## src/rtl/irqv_pkg.sv

```systemverilog
// Package: shared constants and control register layout for the
// two-source vectored interrupt controller.
package irqv_pkg;
    localparam int CTRL_W  = 4;
    localparam int NSRC    = 2;
    localparam int SRC_EXT = 0;   // higher priority
    localparam int SRC_TMR = 1;

    // Control register; field order matches bit positions 3..0.
    typedef struct packed {
        logic spare;
        logic fall_sel;
        logic en_tmr;
        logic en_ext;
    } ctrl_t;
endpackage

```

## src/rtl/irqv_edge_sync.sv

```systemverilog
// Synchronizes an asynchronous pin through STAGES flops and emits a
// one-cycle pulse on the selected edge. Assumes STAGES >= 2 and that
// the pin stays stable for at least one cycle between edges.
module irqv_edge_sync #(
    parameter int STAGES = 2
) (
    input  logic clk,
    input  logic rst_n,
    input  logic pin,
    input  logic fall_sel,
    output logic edge_pulse
);
    logic [STAGES-1:0] sync_q;
    logic              prev_q;
    logic              rise, fall;

    // Shift the pin through the synchronizer and keep the last value.
    always_ff @(posedge clk) begin
        if (!rst_n) begin
            sync_q <= '0;
            prev_q <= 1'b0;
        end else begin
            sync_q <= {sync_q[STAGES-2:0], pin};
            prev_q <= sync_q[STAGES-1];
        end
    end

    // Decode both edges and pick the one selected by software.
    always_comb begin
        rise       = sync_q[STAGES-1] & ~prev_q;
        fall       = ~sync_q[STAGES-1] & prev_q;
        edge_pulse = fall_sel ? fall : rise;
    end
endmodule

```

## src/rtl/irqv_req_flag.sv

```systemverilog
// Sticky request flag. A set in the same cycle as a clear wins, so
// no trigger is ever lost.
module irqv_req_flag (
    input  logic clk,
    input  logic rst_n,
    input  logic set,
    input  logic clr,
    output logic flag
);
    // Hold the request until it is consumed.
    always_ff @(posedge clk) begin
        if (!rst_n) flag <= 1'b0;
        else        flag <= set | (flag & ~clr);
    end
endmodule

```

## src/rtl/irqv_arbiter.sv

```systemverilog
// Global enable, delayed enable, priority selection, vector issue
// and skip-test evaluation. Assumes commands are qualified by
// instr_end and that instr_end only arrives together with mc_tick.
module irqv_arbiter
    import irqv_pkg::*;
#(
    parameter int              ADDR_W  = 11,
    parameter logic [ADDR_W-1:0] VEC_EXT = 11'h080,
    parameter logic [ADDR_W-1:0] VEC_TMR = 11'h082
) (
    input  logic              clk,
    input  logic              rst_n,
    input  logic              mc_tick,
    input  logic              instr_end,
    input  logic              cmd_ei,
    input  logic              cmd_di,
    input  logic              cmd_rti,
    input  logic [NSRC-1:0]   skip_req,
    input  logic [NSRC-1:0]   src_en,
    input  logic [NSRC-1:0]   src_flag,
    output logic [NSRC-1:0]   flag_clr,
    output logic              gie,
    output logic              vec_req,
    output logic [ADDR_W-1:0] vec_addr,
    output logic              save_stb,
    output logic              restore_stb,
    output logic              skip_hit
);
    logic [NSRC-1:0] live, win, skip_ok;
    logic            cond, armed_q, fire, ei_pend_q, hit_d;

    // Combine flags, enables and priority into the take decision.
    always_comb begin
        live     = src_flag & src_en;
        cond     = gie & (|live);
        fire     = mc_tick & instr_end & armed_q & cond;
        win      = '0;
        win[SRC_EXT] = live[SRC_EXT];
        win[SRC_TMR] = live[SRC_TMR] & ~live[SRC_EXT];
        skip_ok  = {NSRC{instr_end}} & skip_req & ~src_en;
        hit_d    = |(skip_ok & src_flag);
        flag_clr = (fire ? win : '0) | skip_ok;
    end

    // Global enable with one-instruction delay on enable.
    always_ff @(posedge clk) begin
        if (!rst_n) begin
            gie       <= 1'b0;
            ei_pend_q <= 1'b0;
        end else begin
            if (instr_end) begin
                if (cmd_di) begin
                    gie       <= 1'b0;
                    ei_pend_q <= 1'b0;
                end else begin
                    if (ei_pend_q) gie <= 1'b1;
                    ei_pend_q <= cmd_ei;
                end
            end
            if (fire) gie <= 1'b0;
        end
    end

    // Register the condition at each machine-cycle tick.
    always_ff @(posedge clk) begin
        if (!rst_n)       armed_q <= 1'b0;
        else if (mc_tick) armed_q <= cond & ~fire;
    end

    // Issue the vector, the save and restore strobes, and the skip result.
    always_ff @(posedge clk) begin
        if (!rst_n) begin
            vec_req     <= 1'b0;
            save_stb    <= 1'b0;
            restore_stb <= 1'b0;
            skip_hit    <= 1'b0;
            vec_addr    <= '0;
        end else begin
            vec_req     <= fire;
            save_stb    <= fire;
            restore_stb <= instr_end & cmd_rti;
            skip_hit    <= hit_d;
            if (fire) vec_addr <= win[SRC_EXT] ? VEC_EXT : VEC_TMR;
        end
    end
endmodule

```

## src/rtl/irqv_ctrl.sv

```systemverilog
// Top of the two-source vectored interrupt controller: control
// register, pin edge detector, one sticky flag per source and the
// arbiter. The timer counter and the core datapath live elsewhere.
module irqv_ctrl
    import irqv_pkg::*;
#(
    parameter int ADDR_W      = 11,
    parameter int PAGE_W      = 7,
    parameter int VEC_PAGE    = 1,
    parameter int EXT_OFS     = 0,
    parameter int TMR_OFS     = 2,
    parameter int SYNC_STAGES = 2
) (
    input  logic              clk,
    input  logic              rst_n,
    input  logic              ext_pin,
    input  logic              tmr_uflow,
    input  logic              mc_tick,
    input  logic              instr_end,
    input  logic              cmd_ei,
    input  logic              cmd_di,
    input  logic              cmd_rti,
    input  logic              skip_ext,
    input  logic              skip_tmr,
    input  logic              ctrl_we,
    input  logic [CTRL_W-1:0] ctrl_wdata,
    output logic              gie,
    output logic              vec_req,
    output logic [ADDR_W-1:0] vec_addr,
    output logic              save_stb,
    output logic              restore_stb,
    output logic              skip_hit
);
    localparam logic [ADDR_W-1:0] PAGE_BASE = ADDR_W'(VEC_PAGE) << PAGE_W;
    localparam logic [ADDR_W-1:0] VEC_EXT   = PAGE_BASE | ADDR_W'(EXT_OFS);
    localparam logic [ADDR_W-1:0] VEC_TMR   = PAGE_BASE | ADDR_W'(TMR_OFS);

    ctrl_t           ctrl_q;
    logic            ext_edge;
    logic [NSRC-1:0] trig, flags, clrs, ens, skips;

    // Software-written control register.
    always_ff @(posedge clk) begin
        if (!rst_n)       ctrl_q <= '0;
        else if (ctrl_we) ctrl_q <= ctrl_t'(ctrl_wdata);
    end

    // Gather per-source vectors.
    always_comb begin
        trig[SRC_EXT]  = ext_edge;
        trig[SRC_TMR]  = tmr_uflow;
        ens[SRC_EXT]   = ctrl_q.en_ext;
        ens[SRC_TMR]   = ctrl_q.en_tmr;
        skips[SRC_EXT] = skip_ext;
        skips[SRC_TMR] = skip_tmr;
    end

    irqv_edge_sync #(.STAGES(SYNC_STAGES)) u_edge (
        .clk(clk), .rst_n(rst_n), .pin(ext_pin),
        .fall_sel(ctrl_q.fall_sel), .edge_pulse(ext_edge)
    );

    for (genvar i = 0; i < NSRC; i++) begin : g_flag
        irqv_req_flag u_flag (
            .clk(clk), .rst_n(rst_n), .set(trig[i]),
            .clr(clrs[i]), .flag(flags[i])
        );
    end

    irqv_arbiter #(.ADDR_W(ADDR_W), .VEC_EXT(VEC_EXT), .VEC_TMR(VEC_TMR)) u_arb (
        .clk(clk), .rst_n(rst_n), .mc_tick(mc_tick), .instr_end(instr_end),
        .cmd_ei(cmd_ei), .cmd_di(cmd_di), .cmd_rti(cmd_rti),
        .skip_req(skips), .src_en(ens), .src_flag(flags), .flag_clr(clrs),
        .gie(gie), .vec_req(vec_req), .vec_addr(vec_addr),
        .save_stb(save_stb), .restore_stb(restore_stb), .skip_hit(skip_hit)
    );
endmodule

```

## config.mk

```make
export PLATFORM = sky130hd
export DESIGN_NAME = irqv_ctrl
export DESIGN_NICKNAME = d
export VERILOG_FILES = /design/src/rtl/irqv_pkg.sv /design/src/rtl/irqv_edge_sync.sv /design/src/rtl/irqv_req_flag.sv /design/src/rtl/irqv_arbiter.sv /design/src/rtl/irqv_ctrl.sv
export SDC_FILE = /design/constraint.sdc
export NUM_CORES = 1
export LEC_CHECK = 0
export BUFFER_PORTS_ARGS = -buffer_cell sky130_fd_sc_hd__clkbuf_2
export CELL_PAD_IN_SITES_DETAIL_PLACEMENT = 0
export CELL_PAD_IN_SITES_GLOBAL_PLACEMENT = 2
export CORE_MARGIN = 2
export CORE_UTILIZATION = 27
export CTS_BUF_LIST = sky130_fd_sc_hd__clkbuf_16
export DETAILED_ROUTE_END_ITERATION = 7
export GPL_TIMING_DRIVEN = 1
export PLACE_DENSITY = 0.84
export SLEW_MARGIN = 20
export SYNTH_ARGS = -nofsm -noshare
export SYNTH_HDL_FRONTEND = slang
export SYNTH_SLANG_ARGS = --single-unit
```

## constraint.sdc

```tcl
create_clock -name clk -period 2.6 [get_ports clk]
set_input_delay 0 -clock clk [delete_from_list [all_inputs] [get_ports clk]]
set_output_delay 0 -clock clk [all_outputs]
set_load 0.02 [all_outputs]
```

==> flow_summary.yaml, run 1 <==
clock_tree:
  clock_tree.buffer_depth: 2
  cts.repair_timing.setup_buffer_count: 0
  cts_buffers: 3
  clock_tree.htree_level_count: 1
  clkLatencyLatePin_ps: 240
  postCtsResizedCells: 0
  tritoncts_clock_tree: "done"
  clk_transition_reported_paths_ps: 50
  cts.sinks: 16
  cts_root_buf: "sky130_fd_sc_hd__clkbuf_16"
pwr:
  ir_drop_uv: 682
  total_power_per_unit_cell_area_nw_per_um2: 683
  p_total_mw: 0.607
  total_leakage_power_nw: 0.393
route:
  route.detailed.drc: 0
  vias: 548
  drtPass1Iterations: 5
  drt.antenna.violating_nets: 0
  wl_per_cell_um: 10.3
  route.final.wire_length_mm: 1.29
  drt_iter0_markers: 17
  via_per_inst: 4.38
synth:
  post_synth.cell_area_avg_um2: 9.75
  synth_area_leaders: "sky130_fd_sc_hd__dfxtp_1 46%, sky130_fd_sc_hd__buf_4 11%, sky130_fd_sc_hd__mux2i_1 4.3%"
  synth_seq_cells: 16
  post_synth_inst_count: 72
  yosysUniqueCellTypes: 30
  synth_enable_flop_cells: 0
  synth.cell_area_um2: 702
  synth_area_leader_cell: "sky130_fd_sc_hd__dfxtp_1"
  synth_top_area_share: 0.456
  yosys_warnings: 0
  share_of_async_settable_or_async_resettable_flops_after_synthesis: 0
  synth.top_cells.by_count: "16 x sky130_fd_sc_hd__dfxtp_1, 10 x sky130_fd_sc_hd__buf_4, 6 x sky130_fd_sc_hd__nand2_1, 4 x sky130_fd_sc_hd__nor2b_1"
  share_of_the_yosys_chip_area_belonging_to_registers: 0.456
  most_common_cell_in_the_netlist: "sky130_fd_sc_hd__dfxtp_1"
  dominantRegCellSynth: "sky130_fd_sc_hd__dfxtp_1"
cells_and_area:
  layout.area.seq_um2: 320
  finish.net_count: 112
  layout.filler_cells: 258
  drive_gt1_frac: 0.295
  post-route-util: 0.359
  antenna_cells_inserted: 0
  area_growth_syn_to_layout_pct: 26.6
  layout.cell_area.non_filler_um2: 888
  multiInputGateArea_um2: 323
critical_path:
  crit_fanout: 5
  critical_path.endpoint_type: "register"
  data_arrival_critical_path_ps: 1160
  worstSetupPathType: "register to register"
  timing.critical_path.required_ps: 2730
  worst_setup_start_kind: "register"
  reg2reg_depth: 3
timing:
  final_hold_viol_count: 0
  fin_hold_ws_ps: 0.373
  setup_total_negative_slack_ps: 0
  fin_crit_sh: 0.393
  max_freq_mhz: 978
  fin_skew_ps: 3.32
  final_max_slew_viol_count: 0
  setup-violations-final: 0
  timing.final.crit_period_ps: 1020
  grt_setup_unrepaired: "no"
floorplanning:
  die_width_um: 55.0
  std_cell_rows: 18
  die_area_um2: 3020
  die-height_um: 55.0
  pin_count: 32
  design.core.area_um2: 2480
  initial_core_util: 0.283
global_routing:
  grt_antenna_before_repair: 0
  globalRoute.totalOverflow: 0
  via_count_of_the_first_global_routing_pass: 431
  grt_usage: 0.0877
  grt_pass1_wl_mm: 1.84
  maximum_number_of_pins_on_one_net_before_global_route_repair: 18
min_path:
  hold_path_depth: 2
  min-delay-path-class: "input pin to register"
placed_design:
  numPortBuffers: 21
  dp_hpwl_um: 945
  routability_congestion_estimate_from_global_placement: 0.693
  placed_cell_area_um2: 790
run:
  timing.max_cap.violations: 0
run_status:
  status: "finished, final reports clean"
==> final cells by class <==
cell class,instances,area share
inverters,1,0.00423
flip-flops and latches,16,0.361
well taps,30,0.0423
clock buffers,3,0.0845
clock inverters,1,0.00423
multi-input cells,51,0.363
repair buffers,23,0.141
==> flip-flops by register name (all words and copies together) (netlist names), 2 cells and up <==
register and flops:
u_arb.vec_addr 2, g_flag.u_flag.flag 2, ctrl_q 3, u_edge.sync_q 2
==> report_power, final <==
group	switching [mW]	internal (mW)	total, mW	leakage (nW)
Sequential	0.00653	0.255	0.261	0.131
Combinational	0.0308	0.0211	0.0519	0.224
Clock	0.0902	0.204	0.294	0.0385
Total	0.127	0.479	0.607	0.393
==> final timing paths <==
path,slack [ps],start,to
setup / recovery,1580,ctrl_q[0]$_SDFFE_PN0P_,u_arb.vec_addr[1]$_SDFFE_PN0P_
hold / removal,0.4,cmd_rti,u_arb.restore_stb$_SDFF_PN0_
setup reg to reg,1580,ctrl_q[0]$_SDFFE_PN0P_,u_arb.vec_addr[1]$_SDFFE_PN0P_
hold reg to reg,430,u_edge.sync_q[0]$_SDFF_PN0_,u_edge.sync_q[1]$_SDFF_PN0_
==> layout by cell type (no fill, tap or decap), types with 3 or more instances in the layout <==
cell type and n:
sky130_fd_sc_hd__a21boi_0 3, sky130_fd_sc_hd__and2_1 3, sky130_fd_sc_hd__clkbuf_16 3, sky130_fd_sc_hd__clkbuf_2 21, sky130_fd_sc_hd__conb_1 9, sky130_fd_sc_hd__dfxtp_1 16
sky130_fd_sc_hd__mux2i_1 3, sky130_fd_sc_hd__nand2_1 6, sky130_fd_sc_hd__nor2b_1 4
==> critical path, stage by stage, from the launching register on <==
cell and delay (ps):
sky130_fd_sc_hd__dfxtp_1 350, sky130_fd_sc_hd__a22oi_2 240, sky130_fd_sc_hd__nor2_2 100, sky130_fd_sc_hd__o221a_1 230
==> through the flow <==
step,instances,worst slack [ps]
2_1_floorplan,80,1580
3_3_place_gp,119,1580
3_5_place_dp,119,1580
4_1_cts,125,1570
5_1_grt,125,1480
6_report,125,1580
==> routing by layer <==
| layer | part of all wire | routed length, µm | global-route usage |
|---|---|---|---|
| met1 | 0.48 | 617 | 0.107 |
| met4 | 0.011 | 14 | 0.0244 |
| met5 | 0 | 0 | 0 |
| met2 | 0.44 | 567 | 0.133 |
| met3 | 0.070 | 91 | 0.0484 |
==> timing repair <==
action	CTS	global route
hold endpoints to repair	2	0
setup endpoints to repair	0	0
hold buffers	2	0
==> kinds of logic after synthesis <==
group	count (synthesis)	synth area share
AOI/OAI and AO/OA	13	0.141
buffers and inverters	13	0.127
DFF	16	0.456
muxes	3	0.0428
other	1	0.00534
and+or+nand+nor	26	0.228
Note: power is estimated with default switching activity, not from simulation.
==> run 2, diff against run 1 <==
--- a/config.mk
+++ b/config.mk
@@ -5,15 +5,16 @@
 export SDC_FILE = /design/constraint.sdc
 export NUM_CORES = 1
 export LEC_CHECK = 0
+export ABC_AREA = 1
 export BUFFER_PORTS_ARGS = -buffer_cell sky130_fd_sc_hd__clkbuf_2
 export CELL_PAD_IN_SITES_DETAIL_PLACEMENT = 0
 export CELL_PAD_IN_SITES_GLOBAL_PLACEMENT = 2
 export CORE_MARGIN = 2
-export CORE_UTILIZATION = 27
+export CORE_UTILIZATION = 21
 export CTS_BUF_LIST = sky130_fd_sc_hd__clkbuf_16
 export DETAILED_ROUTE_END_ITERATION = 7
 export GPL_TIMING_DRIVEN = 1
-export PLACE_DENSITY = 0.84
+export PLACE_DENSITY = 0.75
 export SLEW_MARGIN = 20
 export SYNTH_ARGS = -nofsm -noshare
 export SYNTH_HDL_FRONTEND = slang
==> constraint.sdc (replaced) <==
create_clock -name clk -period 0.89 [get_ports clk]
set_input_delay 0 -clock clk [delete_from_list [all_inputs] [get_ports clk]]
set_output_delay 0 -clock clk [all_outputs]
set_load 0.02 [all_outputs]
==> flow_summary.yaml, run 2 <==
cells_and_area:
  area_growth_syn_to_layout_pct: 44.3
  layout_commonest_cell: "sky130_fd_sc_hd__clkbuf_2"
  largest_register_ff_count: 3
  layout.cells.most_common_list: "21 x sky130_fd_sc_hd__clkbuf_2, 15 x sky130_fd_sc_hd__inv_1, 13 x sky130_fd_sc_hd__nand2_1, 12 x sky130_fd_sc_hd__dfxtp_1, 10 x sky130_fd_sc_hd__nor2_1"
  drive_gt1_frac: 0.378
  post_layout_nonfiller_instances: 173
  antenna_cells_inserted: 0
  post-route-util: 0.315
  most_flops_register: "ctrl_q"
  finish.net_count: 144
global_routing:
  grt_util_met3: 0.0486
  grt_pass1_wl_mm: 2.48
  grt_most_used_layer: "met2"
  via_count_of_the_first_global_routing_pass: 566
  globalRoute.totalOverflow: 0
  grt_usage: 0.0820
  grt_antenna_before_repair: 0
  grtUsageMet2: 0.118
  maximum_number_of_pins_on_one_net_before_global_route_repair: 11
  met1_usage: 0.102
timing:
  timing.final.crit_period_ps: 893
  final_max_slew_viol_count: 0
  fin_crit_sh: 1.00
  grt_setup_unrepaired: "yes"
  setup_total_negative_slack_ps: -6.70
  max_freq_mhz: 1120
  fin_hold_ws_ps: 29.6
  setup-violations-final: 3
  fin_skew_ps: 2.48
  final_hold_viol_count: 0
  post-route-worst-setup-slack_ps: -2.62
synth:
  synth_enable_flop_cells: 0
  share_of_async_settable_or_async_resettable_flops_after_synthesis: 0
  share_of_the_yosys_chip_area_belonging_to_registers: 0.443
  synth_seq_cells: 16
  synth_area_leader_cell: "sky130_fd_sc_hd__dfxtp_1"
  dominantRegCellSynth: "sky130_fd_sc_hd__dfxtp_1"
  yosys_warnings: 0
  synth_area_leaders: "sky130_fd_sc_hd__dfxtp_1 44%, sky130_fd_sc_hd__buf_4 10%, sky130_fd_sc_hd__nand2_1 8.3%"
  synth.top_cells.by_count: "16 x sky130_fd_sc_hd__dfxtp_1, 16 x sky130_fd_sc_hd__nand2_1, 15 x sky130_fd_sc_hd__inv_1, 11 x sky130_fd_sc_hd__nor2_1, 10 x sky130_fd_sc_hd__buf_4"
  synth.cell_area_um2: 723
  yosysUniqueCellTypes: 21
  post_synth_inst_count: 94
  synth_top_area_share: 0.443
  post_synth.cell_area_avg_um2: 7.69
pwr:
  ir_drop_uv: 953
  total_leakage_power_nw: 0.518
  total_power_per_unit_cell_area_nw_per_um2: 1750
  p_total_mw: 1.83
critical_path:
  worstSetupPathType: "register to register"
  worstReg2RegEnd: "g_flag[1].u_flag.flag$_SDFF_PN0_"
  critical_path.endpoint_type: "register"
  reg2reg_depth: 5
  setup.worst_path.start: "u_arb.armed_q$_SDFFE_PN0P_"
  data_arrival_critical_path_ps: 1010
  crit_path_end: "g_flag[1].u_flag.flag$_SDFF_PN0_"
  ff2ff_setup_slack_ps: -3
  worst_r2r_startpoint: "u_arb.armed_q$_SDFFE_PN0P_"
  timing.critical_path.required_ps: 1010
  worst_setup_start_kind: "register"
  crit_fanout: 4
floorplanning:
  die_area_um2: 3930
  std_cell_rows: 21
  pin_count: 32
  die-height_um: 62.7
  die_width_um: 62.7
  initial_core_util: 0.218
  design.core.area_um2: 3310
route:
  via_per_inst: 3.66
  route.detailed.drc: 0
  route.final.wire_length_mm: 1.42
  drt.antenna.violating_nets: 0
  drt_iter0_markers: 9
  vias: 634
  drtPass1Iterations: 4
  wl_per_cell_um: 8.23
clock_tree:
  cts_buffers: 3
  cts.sinks: 16
  clkLatencyLatePin_ps: 240
  tritoncts_clock_tree: "done"
  clock_tree.htree_level_count: 1
  clk_transition_reported_paths_ps: 50
  clock_tree.buffer_depth: 2
  cts_root_buf: "sky130_fd_sc_hd__clkbuf_16"
placed_design:
  dp_hpwl_mm: 1.10
  total_instance_count_after_detailed_placement: 162
  numPortBuffers: 21
  routability_congestion_estimate_from_global_placement: 0.691
min_path:
  hold_path.startpoint: "ctrl_we"
  hold_path_depth: 3
  min-delay-path-class: "input pin to register"
run_status:
  failed_checks: "negative setup slack"
  status: "finished with violations"
run:
  timing.max_cap.violations: 0
==> run 2: cell count changes in the layout (fill, tap and decap cells not counted), sizes merged, moves of 3 or more <==
cell,previous run,this run
a21boi,3,0
a21oi,2,7
and2,4,0
buf,0,6
dlygate4sd3,2,5
inv,1,16
mux2i,3,0
nand2,6,18
nor2,2,12
nor2b,4,0
o21ai,1,6
==> run 2: repair_timing <==
item,CTS,global route
hold endpoints to repair,5,0
pin swaps,1,3
setup endpoints to repair,3,6
buffers inserted,1,1
gates cloned,0,0
hold buffers,5,0
resized for setup,5,5
==> run 2: area by class of cell <==
class | instances | area, µm²
clock buffers | 3 | 75.1
clock inverters | 1 | 3.75
fillers | 371 | 2270
inverters | 16 | 60.1
multi-input cells | 59 | 322
flip-flops and latches | 16 | 325
well taps | 46 | 57.6
repair buffers | 32 | 200
==> run 2: how the worst min path moves through the flow <==
stage	slack, ps	endpoint
3_3_place_gp	190	u_edge.sync_q[0]$_SDFF_PN0_
2_1_floorplan	100	u_edge.sync_q[0]$_SDFF_PN0_
5_1_grt	60	u_arb.restore_stb$_SDFF_PN0_
3_5_place_dp	190	u_edge.sync_q[0]$_SDFF_PN0_
4_1_cts	30	ctrl_q[1]$_SDFFE_PN0P_
6_report	30	ctrl_q[1]$_SDFFE_PN0P_
==> run 2: critical path, stage by stage, from the launching register on <==
cell	delay, ps
sky130_fd_sc_hd__dfxtp_2	330
sky130_fd_sc_hd__nand2_2	60
sky130_fd_sc_hd__nor2_4	140
sky130_fd_sc_hd__nand4_2	110
sky130_fd_sc_hd__nand2_1	80
sky130_fd_sc_hd__a21oi_1	50
==> run 2: per-stage QoR <==
step | worst slack [ps] | instance area (µm²)
after detailed placement | -35.1 | 867
after global placement | -17.9 | 867
after global routing | -81.4 | 1040
final | -2.62 | 1040
after floorplan | 4.09 | 754
after CTS | -25.1 | 1020
==> run 2: report_power, final <==
group          switching [mW]  internal, mW
combinational           0.124        0.0863
sequential             0.0176         0.751
clock                   0.256         0.594
total                   0.398          1.43
==> run 2: kinds of logic (layout without fill, tap and decap cells) <==
family / count (synthesis) / in the layout / synth area share
compound gates: 16 / 16 / 0.138
buf+inv: 27 / 52 / 0.194
flops: 16 / 16 / 0.443
other cells: 1 / 9 / 0.00519
simple gates: 34 / 34 / 0.220
==> run 2: routing by layer <==
metal | part of all wire | vias to the layer above | routed length (µm)
met5 | 0 | - | 0
met4 | 0.012 | 0 | 17
met3 | 0.079 | 2 | 112
met2 | 0.45 | 23 | 636
met1 | 0.46 | 271 | 658
li1 | - | 338 | -
